==> config.mk <==
export PLATFORM = sky130hd
export DESIGN_NAME = dmaeng_channel
export DESIGN_NICKNAME = d
export VERILOG_FILES = /design/src/rtl/dmaeng_pkg.sv /design/src/rtl/dmaeng_decode.sv /design/src/rtl/dmaeng_burst_seq.sv /design/src/rtl/dmaeng_addr_cnt.sv /design/src/rtl/dmaeng_channel.sv
export SDC_FILE = /design/constraint.sdc
export NUM_CORES = 1
export LEC_CHECK = 0
export BUFFER_PORTS_ARGS = -buffer_cell sky130_fd_sc_hd__buf_4
export CORE_UTILIZATION = 52
export CTS_CLUSTER_SIZE = 24
export DETAILED_ROUTE_END_ITERATION = 8
export GPL_TIMING_DRIVEN = 0
export HOLD_SLACK_MARGIN = 0.1
export PLACE_DENSITY = 0.81
export RECOVER_POWER = 50
export SKIP_LAST_GASP = 1
export SLEW_MARGIN = 25
export SYNTH_ARGS = -nofsm -noshare
export SYNTH_HDL_FRONTEND = slang
export SYNTH_HIERARCHICAL = 1
export SYNTH_SLANG_ARGS = --single-unit
==> constraint.sdc <==
create_clock -name clk -period 3.3 [get_ports clk]
set_input_delay 0.495 -clock clk [delete_from_list [all_inputs] [get_ports clk]]
set_output_delay 0.495 -clock clk [all_outputs]
set_load 0.005 [all_outputs]
==> src/rtl/dmaeng_pkg.sv <==
package dmaeng_pkg;

  typedef enum logic [1:0] {
    XK_MEM = 2'd0,
    XK_RX  = 2'd1,
    XK_TX  = 2'd2,
    XK_BAD = 2'd3
  } xfer_kind_e;

  // Peripheral slot numbers that exist in the low nibble of a request code.
  function automatic logic periph_slot_ok(input logic [3:0] slot);
    case (slot)
      4'd1, 4'd2, 4'd4, 4'd5, 4'd7, 4'd8: periph_slot_ok = 1'b1;
      default:                            periph_slot_ok = 1'b0;
    endcase
  endfunction

endpackage

==> src/rtl/dmaeng_decode.sv <==
module dmaeng_decode
  import dmaeng_pkg::*;
(
  input  logic [5:0]  req_sel,
  input  logic        src_inc_prog,
  input  logic        dst_inc_prog,
  output xfer_kind_e  kind,
  output logic        code_ok,
  output logic        src_inc_eff,
  output logic        dst_inc_eff
);

  always_comb begin
    kind        = XK_BAD;
    code_ok     = 1'b0;
    src_inc_eff = 1'b0;
    dst_inc_eff = 1'b0;
    if (req_sel == 6'd0) begin
      kind        = XK_MEM;
      code_ok     = 1'b1;
      src_inc_eff = src_inc_prog;
      dst_inc_eff = dst_inc_prog;
    end else if (!req_sel[4] && periph_slot_ok(req_sel[3:0])) begin
      code_ok = 1'b1;
      if (req_sel[5]) begin
        // transmit: destination is a fixed peripheral FIFO
        kind        = XK_TX;
        src_inc_eff = src_inc_prog;
      end else begin
        // receive: source is a fixed peripheral FIFO
        kind        = XK_RX;
        dst_inc_eff = dst_inc_prog;
      end
    end
  end

endmodule

==> src/rtl/dmaeng_burst_seq.sv <==
module dmaeng_burst_seq #(
  parameter int BW = 5
) (
  input  logic          clk,
  input  logic          rst_n,
  input  logic          go,
  input  logic [BW-1:0] burst_m1,
  input  logic          rd_ack,
  input  logic          cnt_one,
  output logic          rd_req,
  output logic          rd_last,
  output logic          busy
);

  typedef enum logic [1:0] {S_IDLE, S_RUN, S_GAP} seq_st_e;

  seq_st_e       st_q, st_n;
  logic [BW-1:0] beat_q, beat_n;
  logic [BW-1:0] len_q, len_n;
  logic          end_of_burst;

  assign end_of_burst = (beat_q == len_q);
  assign rd_req  = (st_q == S_RUN);
  assign rd_last = rd_req && (end_of_burst || cnt_one);
  assign busy    = (st_q != S_IDLE);

  always_comb begin
    st_n   = st_q;
    beat_n = beat_q;
    len_n  = len_q;
    case (st_q)
      S_IDLE: if (go) begin
        st_n   = S_RUN;
        beat_n = '0;
        len_n  = burst_m1;
      end
      S_RUN: if (rd_ack) begin
        if (cnt_one) begin
          st_n = S_IDLE;
        end else if (end_of_burst) begin
          st_n   = S_GAP;
          beat_n = '0;
        end else begin
          beat_n = beat_q + BW'(1);
        end
      end
      S_GAP: st_n = S_RUN;
      default: st_n = S_IDLE;
    endcase
  end

  always_ff @(posedge clk or negedge rst_n) begin
    if (!rst_n) begin
      st_q   <= S_IDLE;
      beat_q <= '0;
      len_q  <= '0;
    end else begin
      st_q   <= st_n;
      beat_q <= beat_n;
      len_q  <= len_n;
    end
  end

  // beat index never passes the latched burst length
  p_beat_bound_r7: assert property (@(posedge clk) disable iff (!rst_n)
    (st_q == S_RUN) |-> (beat_q <= len_q));

  // a non-final burst is followed by one idle cycle
  p_gap_after_burst_r7: assert property (@(posedge clk) disable iff (!rst_n)
    (rd_req && rd_ack && rd_last && !cnt_one) |=> !rd_req);

  // the final byte always closes the burst
  p_last_on_final_r8: assert property (@(posedge clk) disable iff (!rst_n)
    (rd_req && cnt_one) |-> rd_last);

endmodule

==> src/rtl/dmaeng_addr_cnt.sv <==
module dmaeng_addr_cnt
  import dmaeng_pkg::*;
#(
  parameter int AW = 32,
  parameter int CW = 16
) (
  input  logic          clk,
  input  logic          rst_n,
  input  logic          load_ok,
  input  logic          load_bad,
  input  xfer_kind_e    kind_in,
  input  logic [AW-1:0] src_base,
  input  logic [AW-1:0] dst_base,
  input  logic [CW-1:0] cnt_in,
  input  logic          sinc_in,
  input  logic          dinc_in,
  input  logic          beat,
  input  logic          wr_stb,
  output logic [AW-1:0] src_addr,
  output logic [AW-1:0] dst_addr,
  output logic [CW-1:0] bytes_left,
  output logic          cnt_one,
  output logic          ctz,
  output logic          cfg_err,
  output xfer_kind_e    kind
);

  logic [AW-1:0] src_q, src_n, dst_q, dst_n;
  logic [CW-1:0] cnt_q, cnt_n;
  logic          sinc_q, sinc_n, dinc_q, dinc_n;
  logic          loaded_q, loaded_n;
  logic          ctz_q, ctz_n, err_q, err_n;
  xfer_kind_e    kind_q, kind_n;
  logic          upd_en;

  assign cnt_one = (cnt_q == CW'(1));
  assign upd_en  = load_ok | load_bad | beat | wr_stb;

  always_comb begin
    src_n = src_q;   dst_n = dst_q;   cnt_n = cnt_q;
    sinc_n = sinc_q; dinc_n = dinc_q; loaded_n = loaded_q;
    ctz_n = ctz_q;   err_n = err_q;   kind_n = kind_q;
    if (load_ok) begin
      src_n    = src_base;
      dst_n    = dst_base;
      cnt_n    = cnt_in;
      sinc_n   = sinc_in;
      dinc_n   = dinc_in;
      kind_n   = kind_in;
      loaded_n = 1'b1;
      err_n    = 1'b0;
      ctz_n    = (cnt_in == '0);
    end else if (load_bad) begin
      kind_n   = XK_BAD;
      loaded_n = 1'b0;
      err_n    = 1'b1;
      ctz_n    = 1'b0;
    end else begin
      if (beat) begin
        src_n = src_q + AW'(sinc_q);
        cnt_n = cnt_q - CW'(1);
        if (cnt_one) ctz_n = 1'b1;
      end
      if (wr_stb && loaded_q && dinc_q) dst_n = dst_q + AW'(1);
    end
  end

  always_ff @(posedge clk or negedge rst_n) begin
    if (!rst_n) begin
      src_q <= '0;  dst_q <= '0;  cnt_q <= '0;
      sinc_q <= 1'b0; dinc_q <= 1'b0; loaded_q <= 1'b0;
      ctz_q <= 1'b0; err_q <= 1'b0; kind_q <= XK_MEM;
    end else if (upd_en) begin
      src_q <= src_n;  dst_q <= dst_n;  cnt_q <= cnt_n;
      sinc_q <= sinc_n; dinc_q <= dinc_n; loaded_q <= loaded_n;
      ctz_q <= ctz_n; err_q <= err_n; kind_q <= kind_n;
    end
  end

  assign src_addr   = src_q;
  assign dst_addr   = dst_q;
  assign bytes_left = cnt_q;
  assign ctz        = ctz_q;
  assign cfg_err    = err_q;
  assign kind       = kind_q;

  // each accepted beat removes exactly one byte
  p_cnt_step_r6: assert property (@(posedge clk) disable iff (!rst_n)
    (beat && !load_ok && !load_bad) |=> (bytes_left == $past(bytes_left) - CW'(1)));

  // with the source increment forced or left off, the source stays put
  p_src_hold_r3: assert property (@(posedge clk) disable iff (!rst_n)
    (beat && !sinc_q && !load_ok && !load_bad) |=> $stable(src_addr));

  // an enabled source advances by one per beat
  p_src_step_r5: assert property (@(posedge clk) disable iff (!rst_n)
    (beat && sinc_q && !load_ok && !load_bad) |=> (src_addr == $past(src_addr) + AW'(1)));

  // count-to-zero is sticky until a new arm
  p_ctz_hold_r9: assert property (@(posedge clk) disable iff (!rst_n)
    (ctz && !load_ok && !load_bad) |=> ctz);

endmodule

==> src/rtl/dmaeng_channel.sv <==
module dmaeng_channel
  import dmaeng_pkg::*;
#(
  parameter int AW = 32,
  parameter int CW = 16,
  parameter int BW = 5
) (
  input  logic          clk,
  input  logic          rst_n,
  input  logic          start,
  input  logic [5:0]    req_sel,
  input  logic [AW-1:0] src_base,
  input  logic [AW-1:0] dst_base,
  input  logic          src_inc,
  input  logic          dst_inc,
  input  logic [CW-1:0] byte_count,
  input  logic [BW-1:0] burst_m1,
  input  logic          rd_ack,
  input  logic          wr_stb,
  output logic          rd_req,
  output logic          rd_last,
  output logic [AW-1:0] src_addr,
  output logic [AW-1:0] dst_addr,
  output logic [CW-1:0] bytes_left,
  output logic          busy,
  output logic          ctz,
  output logic          cfg_err,
  output logic [1:0]    xfer_kind
);

  // asynchronous assert, synchronous release
  logic [1:0] rst_sync_q;
  logic       rst_ni;

  always_ff @(posedge clk or negedge rst_n) begin
    if (!rst_n) rst_sync_q <= 2'b00;
    else        rst_sync_q <= {rst_sync_q[0], 1'b1};
  end
  assign rst_ni = rst_sync_q[1];

  xfer_kind_e dec_kind, kind_q;
  logic       code_ok, sinc_eff, dinc_eff;
  logic       start_take, load_ok, load_bad, go, beat, cnt_one;

  dmaeng_decode u_decode (
    .req_sel      (req_sel),
    .src_inc_prog (src_inc),
    .dst_inc_prog (dst_inc),
    .kind         (dec_kind),
    .code_ok      (code_ok),
    .src_inc_eff  (sinc_eff),
    .dst_inc_eff  (dinc_eff)
  );

  assign start_take = start && !busy;
  assign load_ok    = start_take && code_ok;
  assign load_bad   = start_take && !code_ok;
  assign go         = load_ok && (byte_count != '0);
  assign beat       = rd_req && rd_ack;

  dmaeng_burst_seq #(.BW(BW)) u_seq (
    .clk      (clk),
    .rst_n    (rst_ni),
    .go       (go),
    .burst_m1 (burst_m1),
    .rd_ack   (rd_ack),
    .cnt_one  (cnt_one),
    .rd_req   (rd_req),
    .rd_last  (rd_last),
    .busy     (busy)
  );

  dmaeng_addr_cnt #(.AW(AW), .CW(CW)) u_path (
    .clk        (clk),
    .rst_n      (rst_ni),
    .load_ok    (load_ok),
    .load_bad   (load_bad),
    .kind_in    (dec_kind),
    .src_base   (src_base),
    .dst_base   (dst_base),
    .cnt_in     (byte_count),
    .sinc_in    (sinc_eff),
    .dinc_in    (dinc_eff),
    .beat       (beat),
    .wr_stb     (wr_stb),
    .src_addr   (src_addr),
    .dst_addr   (dst_addr),
    .bytes_left (bytes_left),
    .cnt_one    (cnt_one),
    .ctz        (ctz),
    .cfg_err    (cfg_err),
    .kind       (kind_q)
  );

  assign xfer_kind = kind_q;

  // a rejected code never leaves the channel running
  p_err_idle_r1: assert property (@(posedge clk) disable iff (!rst_ni)
    cfg_err |-> !busy);

  // count-to-zero only while stopped
  p_ctz_idle_r9: assert property (@(posedge clk) disable iff (!rst_ni)
    ctz |-> (!busy && !rd_req));

  // a start during a transfer leaves the count untouched
  p_start_busy_r12: assert property (@(posedge clk) disable iff (!rst_ni)
    (start && busy && !rd_ack) |=> $stable(bytes_left));

endmodule

# ---- Word-level counts from Yosys, hierarchy flattened
# Cells that the tools add are included.
dict set report op_classes {
  n_reduce_logical 33
  muxes 42
  eq_ne 15
  bitwise_logic 3
  n_addsub 4
}
# operator n
set ops {}
lappend ops {{$mux W32} 6}
lappend ops {{$mux W16} 3}
lappend ops {{$add A32 B1 Y32} 1}
lappend ops {{$add A32 B1 Y32 const B} 1}
lappend ops {{$mux W5} 4}
lappend ops {{$mux W1} 18}
lappend ops {{$mux W2} 9}
lappend ops {{$eq A16 B1 Y1 const B} 1}
lappend ops {{$logic_not A16 Y1} 1}
lappend ops {{$reduce_bool A16 Y1} 1}
lappend ops {{$sub A16 B1 Y16 const B} 1}
lappend ops {{$eq A4 B3 Y1 const B} 3}
lappend ops {{$reduce_and A3 Y1} 4}
lappend ops {{$pmux W5 S2} 1}
lappend ops {{$reduce_bool A2 Y1} 5}
lappend ops {{$logic_and A1 B1 Y1} 9}
lappend ops {{$ne A2 B2 Y1 const B} 4}
lappend ops {{$logic_not A6 Y1} 1}
lappend ops {{$pmux W2 S3} 1}
lappend ops {{$reduce_and A2 Y1} 3}
lappend ops {{$reduce_bool A3 Y1} 2}
lappend ops {{$reduce_or A6 Y1} 1}
lappend ops {{$add A5 B1 Y5 const B} 1}
lappend ops {{$eq A5 B5 Y1} 1}
lappend ops {{other kinds (11)} 15}
dict set report word_totals {
  wordCells 110
  out_inout_bits 87
  input_bits 98
  register_bits 101
}

# ---- Logic depth before layout (Yosys ltp)
# Gate-level depths: netlist (run 1).
dict set report depth {
  ltp_word 13
  ltp_mapped 13
  ltp_nobuf 10
}

# ---- Modules after synthesis
# The synthesis (run 1) kept the hierarchy.
# module area_each_um2 seq_area_each_um2 cells_per_inst n_inst
set by_module_without_submodules {}
lappend by_module_without_submodules {dmaeng_addr_cnt 4822.1 2177.1 526 1}
lappend by_module_without_submodules {dmaeng_burst_seq 636.9 300.3 54 1}
lappend by_module_without_submodules {dmaeng_decode 152.6 0.0 26 1}
lappend by_module_without_submodules {dmaeng_channel 138.9 50.0 12 1}

# ---- Least setup slack after synthesis (run 1)
# Ideal clock, no wire load.
dict set report synth_path {
  path_type {input to register}
  from {input req_sel[5]}
  to {register u_path.src_q[29] (netlist: u_path/src_addr[29])}
  setup_time_ns 0.125
  arrival_ns 2.439
  n_path_buf 2
  required_ns 3.175
  setup_slack_ns 0.736
  path_stages 12
  cell_sequence {nor4b_1 -> a211oi_1 -> a21oi_1 -> nor3_1 -> nor3b_1 -> buf_2 -> and4b_1 -> clkbuf_2 -> or3b_1 -> nor3_2 -> xor2_1 -> mux2_2}
}
dict set report synth_between {
  elab_chain_len 8
  elab_cells_between_ends 12
  classes_between {eq/ne (1); mux (2); bitwise (3); reduce/logical (6)}
}
# element line_no
set synth_lines {}
lappend synth_lines {{start, declared} dmaeng_channel.sv:11} ;# input logic [5:0] req_sel,
lappend synth_lines {{$logic_not A6 Y1 (*)} dmaeng_decode.sv:18} ;# if (req_sel == 6'd0) begin
lappend synth_lines {{$mux W1 (*)} dmaeng_decode.sv:18}
lappend synth_lines {{net code_ok} dmaeng_channel.sv:42} ;# logic code_ok, sinc_eff, dinc_eff;
lappend synth_lines {{$logic_not A1 Y1 (*)} dmaeng_channel.sv:57} ;# assign load_bad = start_take && !code_ok;
lappend synth_lines {{$logic_and A1 B1 Y1 (*)} dmaeng_channel.sv:57}
lappend synth_lines {{net load_bad} dmaeng_channel.sv:43} ;# logic start_take, load_ok, load_bad, go, beat, cnt_one;
lappend synth_lines {{$or A1 B1 Y1 (3 in a row)} dmaeng_addr_cnt.sv:37} ;# assign upd_en = load_ok | load_bad | beat | wr_stb;
lappend synth_lines {{$reduce_and A3 Y1 (no source line) (*)} n/a}
lappend synth_lines {{end signal, assigned} dmaeng_addr_cnt.sv:74} ;# src_q <= src_n; dst_q <= dst_n; cnt_q <= cnt_n;
lappend synth_lines {{end, declared} dmaeng_addr_cnt.sv:28} ;# logic [AW-1:0] src_q, src_n, dst_q, dst_n;
# Mark *: on every way through the listed nets, which the timed path passes. The rest lies on a longest branch.
# A chain may end at the register's enable or synchronous reset.

# ---- Worst setup path after layout (run 1)
dict set report layout_path {
  from {input req_sel[5]}
  to {register u_path.cnt_q[8] (netlist: u_path/bytes_left[8])}
}
dict set report layout_between {
  elab_cells_between_ends 12
  classes_between {eq/ne (1); mux (2); bitwise (3); reduce/logical (6)}
}
# element line_no
set layout_rtl {}
lappend layout_rtl {{$logic_not A6 Y1 (*)} dmaeng_decode.sv:18}
lappend layout_rtl {{$mux W1 (*)} dmaeng_decode.sv:18}
lappend layout_rtl {{net code_ok} dmaeng_channel.sv:42}
lappend layout_rtl {{$logic_and A1 B1 Y1 (*)} dmaeng_channel.sv:56} ;# assign load_ok = start_take && code_ok;
lappend layout_rtl {{net load_ok} dmaeng_channel.sv:43}
lappend layout_rtl {{$or A1 B1 Y1 (3 in a row)} dmaeng_addr_cnt.sv:37}
lappend layout_rtl {{$reduce_and A3 Y1 (no source line)} n/a}
lappend layout_rtl {{end signal, assigned} dmaeng_addr_cnt.sv:74}
lappend layout_rtl {{end, declared} dmaeng_addr_cnt.sv:29} ;# logic [CW-1:0] cnt_q, cnt_n;
# Marked as above.

==> run metrics, run 1 <==
residual DRC count 0; die width 107 µm; combinational fraction of design power roughly two fifths; core box area about 11,000 µm²; final number of max-transition violations just over 50; post-synthesis cell type count 60; Final Critical Period 2.94 ns; arrival time reported for the critical path endpoint between 3 and 4 ns; share of synthesized flip-flops with an asynchronous set or reset 100%; most common cell after layout, fill and taps aside sky130_fd_sc_hd__buf_4; highest fanout seen on the critical path 10; family with the most delay on the worst path buffers and inverters; Total Die Area roughly 11,000 µm²; startpoint class of the critical path input pin; CTS tree built; Clock H-tree levels 3; ordered list of cells on the worst path buf_4 -> nor4b_1 -> a211oi_1 -> a21oi_1 -> nor3_1 -> and3b_1 -> clkbuf_1 -> clkbuf_1 -> clkbuf_1 -> nand2_1 -> o21ai_0; global placement routability congestion 0.885; worst setup path category input pin to flip-flop; Root Driver sky130_fd_sc_hd__clkbuf_8; share of power burned in registers a little under half; routed length on met3 1200 µm; Crit. path cell count 11; nets 919; Switching Fraction ~37%; standby leakage power ~3.2 nW; per-cell routed wire length ~16 µm; average footprint of a synthesized cell 9.31 µm²; boundary pin count between 150 and 200; R2R depth 7; internal power contribution 3.44 mW; final hold vios 0; Detailed Place HPWL roughly 12,000 µm; MaxCap Viol Count 1; count of flip-flops with a built-in enable after synthesis 0; slowest stage cell on the critical path sky130_fd_sc_hd__clkbuf_1; switching power 2.04 mW; Reg clk slew, reported paths 0.10 ns; endpoint type of the worst setup path flip-flop; Top FF cell, synth sky130_fd_sc_hd__dfrtp_1; number of nets produced by synthesis 722; highest clock rate 0.340 GHz; worst path setup slack after routing roughly 0.36 ns; final setup fails 0; buffers added on ports 184; number of antenna violations at the first check in global routing 0; via count of the first global-routing pass ~5,400; Global Route Usage Sum between 20 and 30%; via density per instance 5.62; number of nets still failing antenna checks after routing 0; count of warnings emitted by yosys 6; clock share of power 15.5%; hold crit path type input pin to flip-flop; detailed-routing iteration count for the pre-antenna-repair pass 5; metal1 wirelength 6330 µm; share of layout cells above drive strength 1 between 20 and 30%; number of antenna cells inserted 0; clock tree buffer depth 2; TritonCTS sink count 101; setup fix buffers added after clock tree synthesis 0; setup repair after global routing missed its margin false; synthesis-stage register bit count 101; largest net degree at the start of global routing 52; die outline height 107 µm; Starting Density 53.3%; clock insertion delay at the later pin of the skew report 0.37 ns; Detailed Route WL 15,600 µm; leading cell types in the layout, fill and taps excluded sky130_fd_sc_hd__buf_4, sky130_fd_sc_hd__nand2_1, sky130_fd_sc_hd__dfrtp_1; cts hold-fix bufs 1; Crit path buffers/inverters 4; worst setup slack for register-to-register paths 0.38 ns; violations in the final reports capacitance limit, slew limit; global-route wire length before repair about 26,000 µm; Area growth syn-to-layout 30.9%; clock tree skew after final layout ~0.0075 ns; VDD IR max 0.000437 V; cts bufs inserted 9; count of routing violations after the opening detailed-route iteration 275; final total negative setup slack 0 ns; worst setup timing slack at the placement stage -0.0354 ns; Post-Syn Instances between 600 and 700; Via Count 5,393; Tightest Pin Transition 2.14 ns; largest stage delay on the critical path approximately 0.5 ns; remaining global-route overflow 0; sequential share of the synthesized area a little over two fifths; highest routed layer met4; result of the run complete, but fails checks; final cycle utilization of the critical path 89.0%; total standard cell area after synthesis 5750 µm²; Resized cells post-CTS 0; met2 WL post-DR 7730 µm; num rows 38; Slew headroom -42.6%; depth of the worst hold-timing path 3; Hold Worst Slack 0.326 ns; Worst Path Required around 3.6 ns; PwrDens 729 nW/µm²; cell repeated most along the worst path sky130_fd_sc_hd__clkbuf_1
[flip-flops by register name (all words and copies together) (netlist names), 2 cells and up]
name / cells
rst_sync_q: 2
u_path/bytes_left: 16
u_path/dst_addr: 32
u_path/kind: 2
u_path/src_addr: 32
u_seq/beat_q: 5
u_seq/len_q: 5
u_seq/st_q: 2
[stage by stage]
step	instance area [µm²]	power, mW	utilization, %	instances
floorplan	5750	3.46	-	618
global placement	7310	4.58	67.7	942
detailed placement	7340	4.71	68.0	943
CTS	7570	5.58	70.1	960
global route	7530	5.88	69.7	960
finish	7530	5.49	69.7	960
[cells by family after synthesis]
family	synth area share (%)
adders and majority gates	1.31
other	0.0652
buffers and inverters	2.76
AOI/OAI and AO/OA	9.83
xor gates and xnor gates	12.3
muxes	3.05
and+or+nand+nor	26.7
DFF	44.0
[final cells by class]
| cell class | count | area [µm²] |
|---|---|---|
| multi-input cells | 479 | 3060 |
| plain buffers | 30 | 129 |
| clock inverters | 4 | 55.1 |
| clock buffers | 12 | 165 |
| inverters | 8 | 30.0 |
| well taps | 140 | 175 |
| repair buffers | 186 | 1380 |
| fillers | 849 | 3270 |
| flip-flops and latches | 101 | 2530 |
[worst register-to-register path, stage by stage (launching register included)]
cell and delay [ns]:
sky130_fd_sc_hd__dfrtp_1 0.44, sky130_fd_sc_hd__or2_2 0.38, sky130_fd_sc_hd__and3b_1 0.35, sky130_fd_sc_hd__clkbuf_1 0.42
sky130_fd_sc_hd__clkbuf_1 0.50, sky130_fd_sc_hd__clkbuf_1 0.51, sky130_fd_sc_hd__nand2_1 0.13, sky130_fd_sc_hd__o21ai_0 0.11
[metal layers]
metal	GRT usage, %	up-vias
met5	0	-
met4	10.8	0
met3	6.93	37
met2	47.6	222
met1	35.6	2590
li1	-	2544
[power by group through the flow]
stage	Combinational [mW]	Sequential [mW]	Clock (mW)
final	2.14	2.50	0.850
after global routing	2.38	2.58	0.918
after CTS	2.21	2.50	0.875
after detailed placement	2.19	2.52	0
after global placement	2.10	2.48	0
after floorplan	1.03	2.43	0
[Yosys cell counts, types with 2 or more instances]
library cell | number | area, µm²
sky130_fd_sc_hd__o21ai_0 | 74 | 370
sky130_fd_sc_hd__nor2_1 | 20 | 75.1
sky130_fd_sc_hd__inv_1 | 8 | 30.0
sky130_fd_sc_hd__a22oi_1 | 2 | 15.0
sky130_fd_sc_hd__or4_1 | 3 | 22.5
sky130_fd_sc_hd__buf_4 | 2 | 15.0
sky130_fd_sc_hd__a32o_1 | 3 | 30.0
sky130_fd_sc_hd__xor2_1 | 55 | 482
sky130_fd_sc_hd__nor3_1 | 13 | 65.1
sky130_fd_sc_hd__nor4_2 | 5 | 62.6
sky130_fd_sc_hd__dfrtp_1 | 101 | 2530
sky130_fd_sc_hd__nor4b_1 | 2 | 17.5
sky130_fd_sc_hd__clkbuf_1 | 20 | 75.1
sky130_fd_sc_hd__a211oi_1 | 3 | 22.5
sky130_fd_sc_hd__a21oi_1 | 6 | 30.0
sky130_fd_sc_hd__and4_1 | 5 | 43.8
sky130_fd_sc_hd__nor3_2 | 2 | 20.0
sky130_fd_sc_hd__nand3_1 | 27 | 135
sky130_fd_sc_hd__nand2b_1 | 2 | 12.5
sky130_fd_sc_hd__a21o_1 | 2 | 15.0
sky130_fd_sc_hd__nor4_1 | 3 | 18.8
sky130_fd_sc_hd__and2_1 | 12 | 75.1
sky130_fd_sc_hd__ha_1 | 6 | 75.1
sky130_fd_sc_hd__mux2_2 | 12 | 135
sky130_fd_sc_hd__nor2b_1 | 11 | 68.8
sky130_fd_sc_hd__nand4_1 | 27 | 169
sky130_fd_sc_hd__nand2_1 | 102 | 383
sky130_fd_sc_hd__and4b_1 | 2 | 20.0
sky130_fd_sc_hd__buf_2 | 6 | 30.0
sky130_fd_sc_hd__nand3b_1 | 6 | 45.0
sky130_fd_sc_hd__nand3_2 | 2 | 20.0
sky130_fd_sc_hd__and3_1 | 13 | 81.3
sky130_fd_sc_hd__nor3b_1 | 2 | 15.0
sky130_fd_sc_hd__and3b_1 | 2 | 17.5
sky130_fd_sc_hd__xnor2_1 | 26 | 228
sky130_fd_sc_hd__mux2i_1 | 4 | 40.0
sky130_fd_sc_hd__o21a_1 | 3 | 22.5
sky130_fd_sc_hd__nor3_4 | 2 | 32.5
[final timing paths]
check / start / end
min in group asynchronous: rst_n / rst_sync_q[1]$_DFF_PN0_
max: req_sel[5] / u_path/bytes_left[8]$_DFFE_PN0P_
min reg2reg: rst_sync_q[0]$_DFF_PN0_ / rst_sync_q[1]$_DFF_PN0_
max in group asynchronous: rst_sync_q[1]$_DFF_PN0_ / u_path/bytes_left[9]$_DFFE_PN0P_
min: src_base[23] / u_path/src_addr[23]$_DFFE_PN0P_
max reg2reg: u_seq/st_q[0]$_DFFE_PN0P_ / u_path/bytes_left[8]$_DFFE_PN0P_
No activity file was read; power rests on OpenSTA's default activity.
==> run 2: changes to the inputs <==
==> constraint.sdc (replaced) <==
create_clock -name clk -period 3.3 [get_ports clk]
set_input_delay 0.495 -clock clk [delete_from_list [all_inputs] [get_ports clk]]
set_output_delay 0.495 -clock clk [all_outputs]
set_load 0.01 [all_outputs]
==> run metrics, run 2 (same netlist as run 1, synthesis figures left out) <==
result of the run complete, but fails checks; violations in the final reports capacitance limit, slew limit; Reg clk slew, reported paths 0.10 ns (about the same); highest fanout seen on the critical path 10 (unchanged); setup repair after global routing missed its margin false; Slew headroom -43.4% (-0.81 points); combinational fraction of design power 39.9% (+0.9 points); arrival time reported for the critical path endpoint 3.22 ns (about the same); worst setup slack for register-to-register paths 0.37 ns (about the same); Tot Pwr 5.57 mW (+1.5%); Global Route Usage Sum 28.5% (unchanged); Detailed Route WL 15,700 µm (+0.41%); sink of the worst hold path u_path/dst_addr[28]$_DFFE_PN0P_; clock insertion delay at the later pin of the skew report 0.37 ns (about the same); final hold vios 0 (unchanged); Via Count 5,374 (-0.35%); count of routing violations after the opening detailed-route iteration 298 (+8.4%); number of antenna cells inserted 0 (unchanged); setup fix buffers added after clock tree synthesis 0 (unchanged); R2R depth 7 (unchanged); min-delay src dst_base[28]; Area growth syn-to-layout 28.7%; core box area 10,800 µm² (unchanged); number of antenna violations at the first check in global routing 0 (unchanged); Total Die Area 11,500 µm² (unchanged); clock tree skew after final layout 0.00821 ns (+0.000756 ns); most common cell after layout, fill and taps aside sky130_fd_sc_hd__buf_4; global-route wire length before repair 25,800 µm (unchanged); boundary pin count 185 (unchanged); final setup fails 0 (unchanged); CTS tree built; MaxCap Viol Count 1 (unchanged); depth of the worst hold-timing path 3 (unchanged); per-cell routed wire length 16.4 µm (+0.41%); final number of max-transition violations 51 (unchanged); die width 107 µm (unchanged); remaining global-route overflow 0 (unchanged); largest net degree at the start of global routing 52 (unchanged); startpoint class of the critical path input pin; Clock H-tree levels 3 (unchanged); clock tree buffer depth 2 (unchanged); via density per instance 5.60 (-0.35%); TritonCTS sink count 101 (unchanged); Reg2Reg Capture Point u_path/bytes_left[8]$_DFFE_PN0P_; cts bufs inserted 9 (unchanged); worst r2r src u_seq/st_q[0]$_DFFE_PN0P_; number of nets still failing antenna checks after routing 0 (unchanged); VDD IR max 0.000460 V (+5.2%); hold crit path type input pin to flip-flop; detailed-routing iteration count for the pre-antenna-repair pass 5 (unchanged); internal power contribution 3.32 mW (-3.5%); die outline height 107 µm (unchanged); Resized cells post-CTS 0 (unchanged); Hold Worst Slack 0.330 ns (+0.00355 ns); residual DRC count 0 (unchanged); Tightest Pin Transition 2.15 ns (+0.0121 ns); share of layout cells above drive strength 1 24.3% (-4.0 points); final cycle utilization of the critical path 89.0% (about the same); Placement Cell Area 7340 µm² (unchanged); highest clock rate 0.340 GHz (about the same); standby leakage power 3.13 nW (-3.5%); area of all placed cells without fillers 7400 µm² (-1.6%); Worst Path Required 3.58 ns (about the same); fill cell instance count of the final layout 882 (+3.9%); buffers added on ports 184 (unchanged); via count of the first global-routing pass 5,438 (unchanged); num rows 38 (unchanged); switching power 2.25 mW (+9.8%); endpoint type of the worst setup path flip-flop; PwrDens 752 nW/µm² (+3.2%); share of power burned in registers 44.9% (-0.6 points); Starting Density 53.3% (unchanged); Final Critical Period 2.94 ns (-0.000267 ns); clock share of power 15.3% (-0.2 points); final total negative setup slack 0 ns (unchanged); Detailed Place HPWL 11,800 µm (unchanged); worst setup path category input pin to flip-flop; leading cell types in the layout, fill and taps excluded sky130_fd_sc_hd__buf_4, sky130_fd_sc_hd__nand2_1, sky130_fd_sc_hd__dfrtp_1; Root Driver sky130_fd_sc_hd__clkbuf_8; global placement routability congestion 0.885 (unchanged); Switching Fraction 40.3% (+3.1 points); nets 919 (unchanged)
-- run 2: cell counts in the layout (fill, tap and decap cells not counted) --
Identical to the previous run, type by type.
-- run 2: repair_timing --
item | in CTS | in global routing
endpoints found under the setup margin | 0 | 0
hold endpoints to repair | 2 | 0
hold buffers | 1 | 0
-- run 2: layout make-up --
class	count	area [µm²]	share of cell area, %
buffer	30	129	1.74
clock buffer	12	165	2.23
clock inverter	4	55.1	0.744
inverter	8	30.0	0.406
multi-input combinational	479	3060	41.4
sequential	101	2530	34.1
tap	140	175	2.37
timing repair buffer	186	1260	17.0
-- run 2: worst max-delay path, stage by stage --
cell and delay [ns]:
sky130_fd_sc_hd__buf_4 0.13, sky130_fd_sc_hd__nor4b_1 0.13, sky130_fd_sc_hd__a211oi_1 0.21, sky130_fd_sc_hd__a21oi_1 0.06, sky130_fd_sc_hd__nor3_1 0.20, sky130_fd_sc_hd__and3b_1 0.31, sky130_fd_sc_hd__clkbuf_1 0.43, sky130_fd_sc_hd__clkbuf_1 0.50
sky130_fd_sc_hd__clkbuf_1 0.49, sky130_fd_sc_hd__nand2_1 0.13, sky130_fd_sc_hd__o21ai_0 0.11
-- run 2: per-stage QoR --
| stage | cells | worst slack, ns | utilization, % |
|---|---|---|---|
| 2_1_floorplan | 618 | 0.278 | - |
| 3_3_place_gp | 942 | -0.844 | 67.7 |
| 3_5_place_dp | 943 | -0.0354 | 68.0 |
| 4_1_cts | 960 | 0.332 | 70.1 |
| 5_1_grt | 960 | 0.125 | 68.6 |
| 6_report | 960 | 0.362 | 68.6 |
-- run 2: worst max path at each step --
stage,cells past startpoint,slack (ns),to,from
final,11,0.36,u_path/bytes_left[8]$_DFFE_PN0P_,req_sel[5]
after global routing,11,0.12,u_path/bytes_left[8]$_DFFE_PN0P_,req_sel[5]
after CTS,6,0.33,u_path/bytes_left[10]$_DFFE_PN0P_,u_seq/st_q[0]$_DFFE_PN0P_
after global placement,0,-0.84,u_seq/len_q[2]$_DFFE_PN0P_,rst_sync_q[1]$_DFF_PN0_
after floorplan,0,0.28,u_path/bytes_left[0]$_DFFE_PN0P_,rst_sync_q[1]$_DFF_PN0_
after detailed placement,10,-0.04,u_path/bytes_left[10]$_DFFE_PN0P_,req_sel[5]
-- run 2: power by group through the flow --
stage	combinational, mW	sequential, mW	clock, mW
after CTS	2.42	2.50	0.875
after global routing	2.45	2.58	0.918
after floorplan	1.04	2.61	0
final	2.22	2.50	0.851
after global placement	2.31	2.48	0
after detailed placement	2.40	2.52	0
-- run 2: per-layer routing --
| metal | track usage, % | up-vias | part of all wire (%) |
|---|---|---|---|
| met1 | 35.6 | 2573 | 41 |
| li1 | - | 2549 | - |
| met2 | 47.6 | 213 | 49 |
| met5 | 0 | - | 0 |
| met3 | 6.93 | 39 | 7.3 |
| met4 | 10.8 | 0 | 2.5 |
==> run 3: changes to the inputs <==
==> constraint.sdc (replaced) <==
create_clock -name clk -period 3.3 [get_ports clk]
set_input_delay 0.99 -clock clk [delete_from_list [all_inputs] [get_ports clk]]
set_output_delay 0.99 -clock clk [all_outputs]
set_load 0.02 [all_outputs]
==> run metrics, run 3 (same netlist as run 1, synthesis figures left out) <==
result of the run complete, but fails checks; violations in the final reports capacitance limit, slew limit; die outline height 107 µm (unchanged); area of all placed cells without fillers 7420 µm² (+0.22%); num rows 38 (unchanged); worst setup timing slack at the placement stage -0.530 ns (-0.495 ns); ordered list of cells on the worst path buf_4 -> nor4b_1 -> a211oi_1 -> a21oi_1 -> nor3_1 -> nor3b_1 -> buf_2 -> nor4b_4 -> nand2_1 -> or4b_1 -> xor2_1 -> o21ai_2; Starting Density 53.3% (unchanged); share of power burned in registers 41.7% (-3.2 points); per-cell routed wire length 16.4 µm (+0.39%); critical path endpoint u_path/bytes_left[15]$_DFFE_PN0P_; standby leakage power 3.16 nW (+0.91%); Worst Path Required 3.55 ns (-0.03 ns); leading cell types in the layout, fill and taps excluded sky130_fd_sc_hd__buf_4, sky130_fd_sc_hd__nand2_1, sky130_fd_sc_hd__dfrtp_1; number of antenna violations at the first check in global routing 0 (unchanged); startpoint class of the critical path input pin; Total Die Area 11,500 µm² (unchanged); non-filler instance count after layout 961 (+0.10%); global placement routability congestion 0.885 (unchanged); detailed-routing iteration count for the pre-antenna-repair pass 6 (+1); final number of max-transition violations 51 (unchanged); share of layout cells above drive strength 1 25.1% (+0.82 points); highest clock rate 0.317 GHz (-6.7%); clock tree skew after final layout 0.00787 ns (-0.000342 ns); MaxCap Viol Count 1 (unchanged); worst setup slack for register-to-register paths 0.68 ns (+0.31 ns); startpoint of the worst setup timing path req_sel[5]; clock tree buffer depth 2 (unchanged); number of nets still failing antenna checks after routing 0 (unchanged); number of antenna cells inserted 0 (unchanged); Detailed Place HPWL 11,800 µm (unchanged); via density per instance 5.60 (about the same); TritonCTS sink count 101 (unchanged); nets 920 (+0.11%); combinational fraction of design power 44.1% (+4.2 points); core box area 10,800 µm² (unchanged); clock share of power 14.2% (-1.1 points); Detailed Route WL 15,800 µm (+0.49%); buffers added on ports 184 (unchanged); Switching Fraction 44.1% (+3.8 points); die width 107 µm (unchanged); post-layout util 68.7% (+0.15 points); Area growth syn-to-layout 29.0%; most common cell after layout, fill and taps aside sky130_fd_sc_hd__buf_4; R2R depth 10 (+3); arrival time reported for the critical path endpoint 3.40 ns (+0.18 ns); largest stage delay on the critical path 0.58 ns (+0.08 ns); residual DRC count 0 (unchanged); slowest stage cell on the critical path sky130_fd_sc_hd__or4b_1; clock insertion delay at the later pin of the skew report 0.37 ns (about the same); Placement Cell Area 7340 µm² (unchanged); highest fanout seen on the critical path 10 (unchanged); worst r2r src u_seq/st_q[0]$_DFFE_PN0P_; final cycle utilization of the critical path 95.5% (+6.4 points); switching power 2.64 mW (+18%); cts bufs inserted 9 (unchanged); worst setup path category input pin to flip-flop; Tightest Pin Transition 2.11 ns (-0.0363 ns); VDD IR max 0.000503 V (+9.3%); Final Critical Period 3.15 ns (+0.212 ns); boundary pin count 185 (unchanged); Tot Pwr 5.98 mW (+7.5%); final setup fails 0 (unchanged); final hold vios 0 (unchanged); Cells after DPL 943 (unchanged); global-route wire length before repair 25,700 µm (about the same); count of routing violations after the opening detailed-route iteration 284 (-4.7%); endpoint type of the worst setup path flip-flop; Via Count 5,383 (+0.17%); Reg clk slew, reported paths 0.09 ns (about the same); hold crit path type flip-flop to flip-flop; worst path setup slack after routing 0.150 ns (-0.212 ns); Slew headroom -40.9% (+2.4 points); largest net degree at the start of global routing 52 (unchanged); via count of the first global-routing pass 5,432 (-0.11%); remaining global-route overflow 0 (unchanged); internal power contribution 3.35 mW (+0.75%); Global Route Usage Sum 28.4% (about the same); CTS tree built; Root Driver sky130_fd_sc_hd__clkbuf_8; Clock H-tree levels 3 (unchanged); Reg2Reg Capture Point u_path/dst_addr[13]$_DFFE_PN0P_; PwrDens 807 nW/µm² (+7.3%)
run 3: cell count changes in the layout (fill, tap and decap cells not counted), sizes merged:
cell,delta
buf,+4
clkbuf,-2
dlygate4sd3,-1
run 3: per-stage QoR:
| stage | TNS, ns | hold WS (ns) |
|---|---|---|
| 6_report | 0 | 0.363 |
| 3_3_place_gp | -115.40 | 0.339 |
| 2_1_floorplan | 0 | 0.331 |
| 5_1_grt | -0.000226 | 0.381 |
| 3_5_place_dp | -31.75 | 0.344 |
| 4_1_cts | 0 | 0.365 |
run 3: layout make-up:
type	instances	area, µm²
plain buffers	30	134
repair buffers	187	1270
flip-flops and latches	101	2530
clock inverters	4	55.1
well taps	140	175
fillers	873	3370
multi-input cells	479	3060
clock buffers	12	165
inverters	8	30.0
run 3: timing repair:
item                                    CTS  global route
cloned                                    0             0
buffers inserted                          0             2
pin swaps                                 0             1
gates resized for setup                   1             6
endpoints found under the setup margin   52            65
hold buffers                              0             0
run 3: worst min-delay path by stage:
stage / start / end / slack (ns) / depth (start not counted)
2_1_floorplan: rst_sync_q[0]$_DFF_PN0_ / rst_sync_q[1]$_DFF_PN0_ / 0.33 / 0
3_3_place_gp: rst_sync_q[0]$_DFF_PN0_ / rst_sync_q[1]$_DFF_PN0_ / 0.34 / 0
3_5_place_dp: rst_sync_q[0]$_DFF_PN0_ / rst_sync_q[1]$_DFF_PN0_ / 0.34 / 0
4_1_cts: rst_sync_q[0]$_DFF_PN0_ / rst_sync_q[1]$_DFF_PN0_ / 0.36 / 0
5_1_grt: rst_n / rst_sync_q[1]$_DFF_PN0_ / 0.38 / 1
6_report: rst_sync_q[0]$_DFF_PN0_ / rst_sync_q[1]$_DFF_PN0_ / 0.36 / 0
run 3: power groups by stage:
stage                     Sequential, mW  Clock (mW)  Combinational [mW]
after floorplan                     2.98           0                1.05
after detailed placement            2.52           0                2.81
after CTS                           2.50       0.875                2.82
final                               2.50       0.851                2.64
after global routing                2.58       0.918                2.86
after global placement              2.48           0                2.72
run 3: critical path: cells and delay by family:
family	cells	cell delay, ns
AND/OR/NAND/NOR	6	1.52
buffers and inverters	2	0.33
AO/OA/AOI/OAI	3	0.33
XOR/XNOR	1	0.21
run 3: per-layer routing:
| layer | wire (µm) | track usage [%] | up-vias |
|---|---|---|---|
| met4 | 350 | 10.8 | 0 |
| met5 | 0 | 0 | - |
| met2 | 7770 | 47.5 | 225 |
| li1 | - | - | 2546 |
| met3 | 1180 | 6.93 | 34 |
| met1 | 6490 | 35.6 | 2578 |
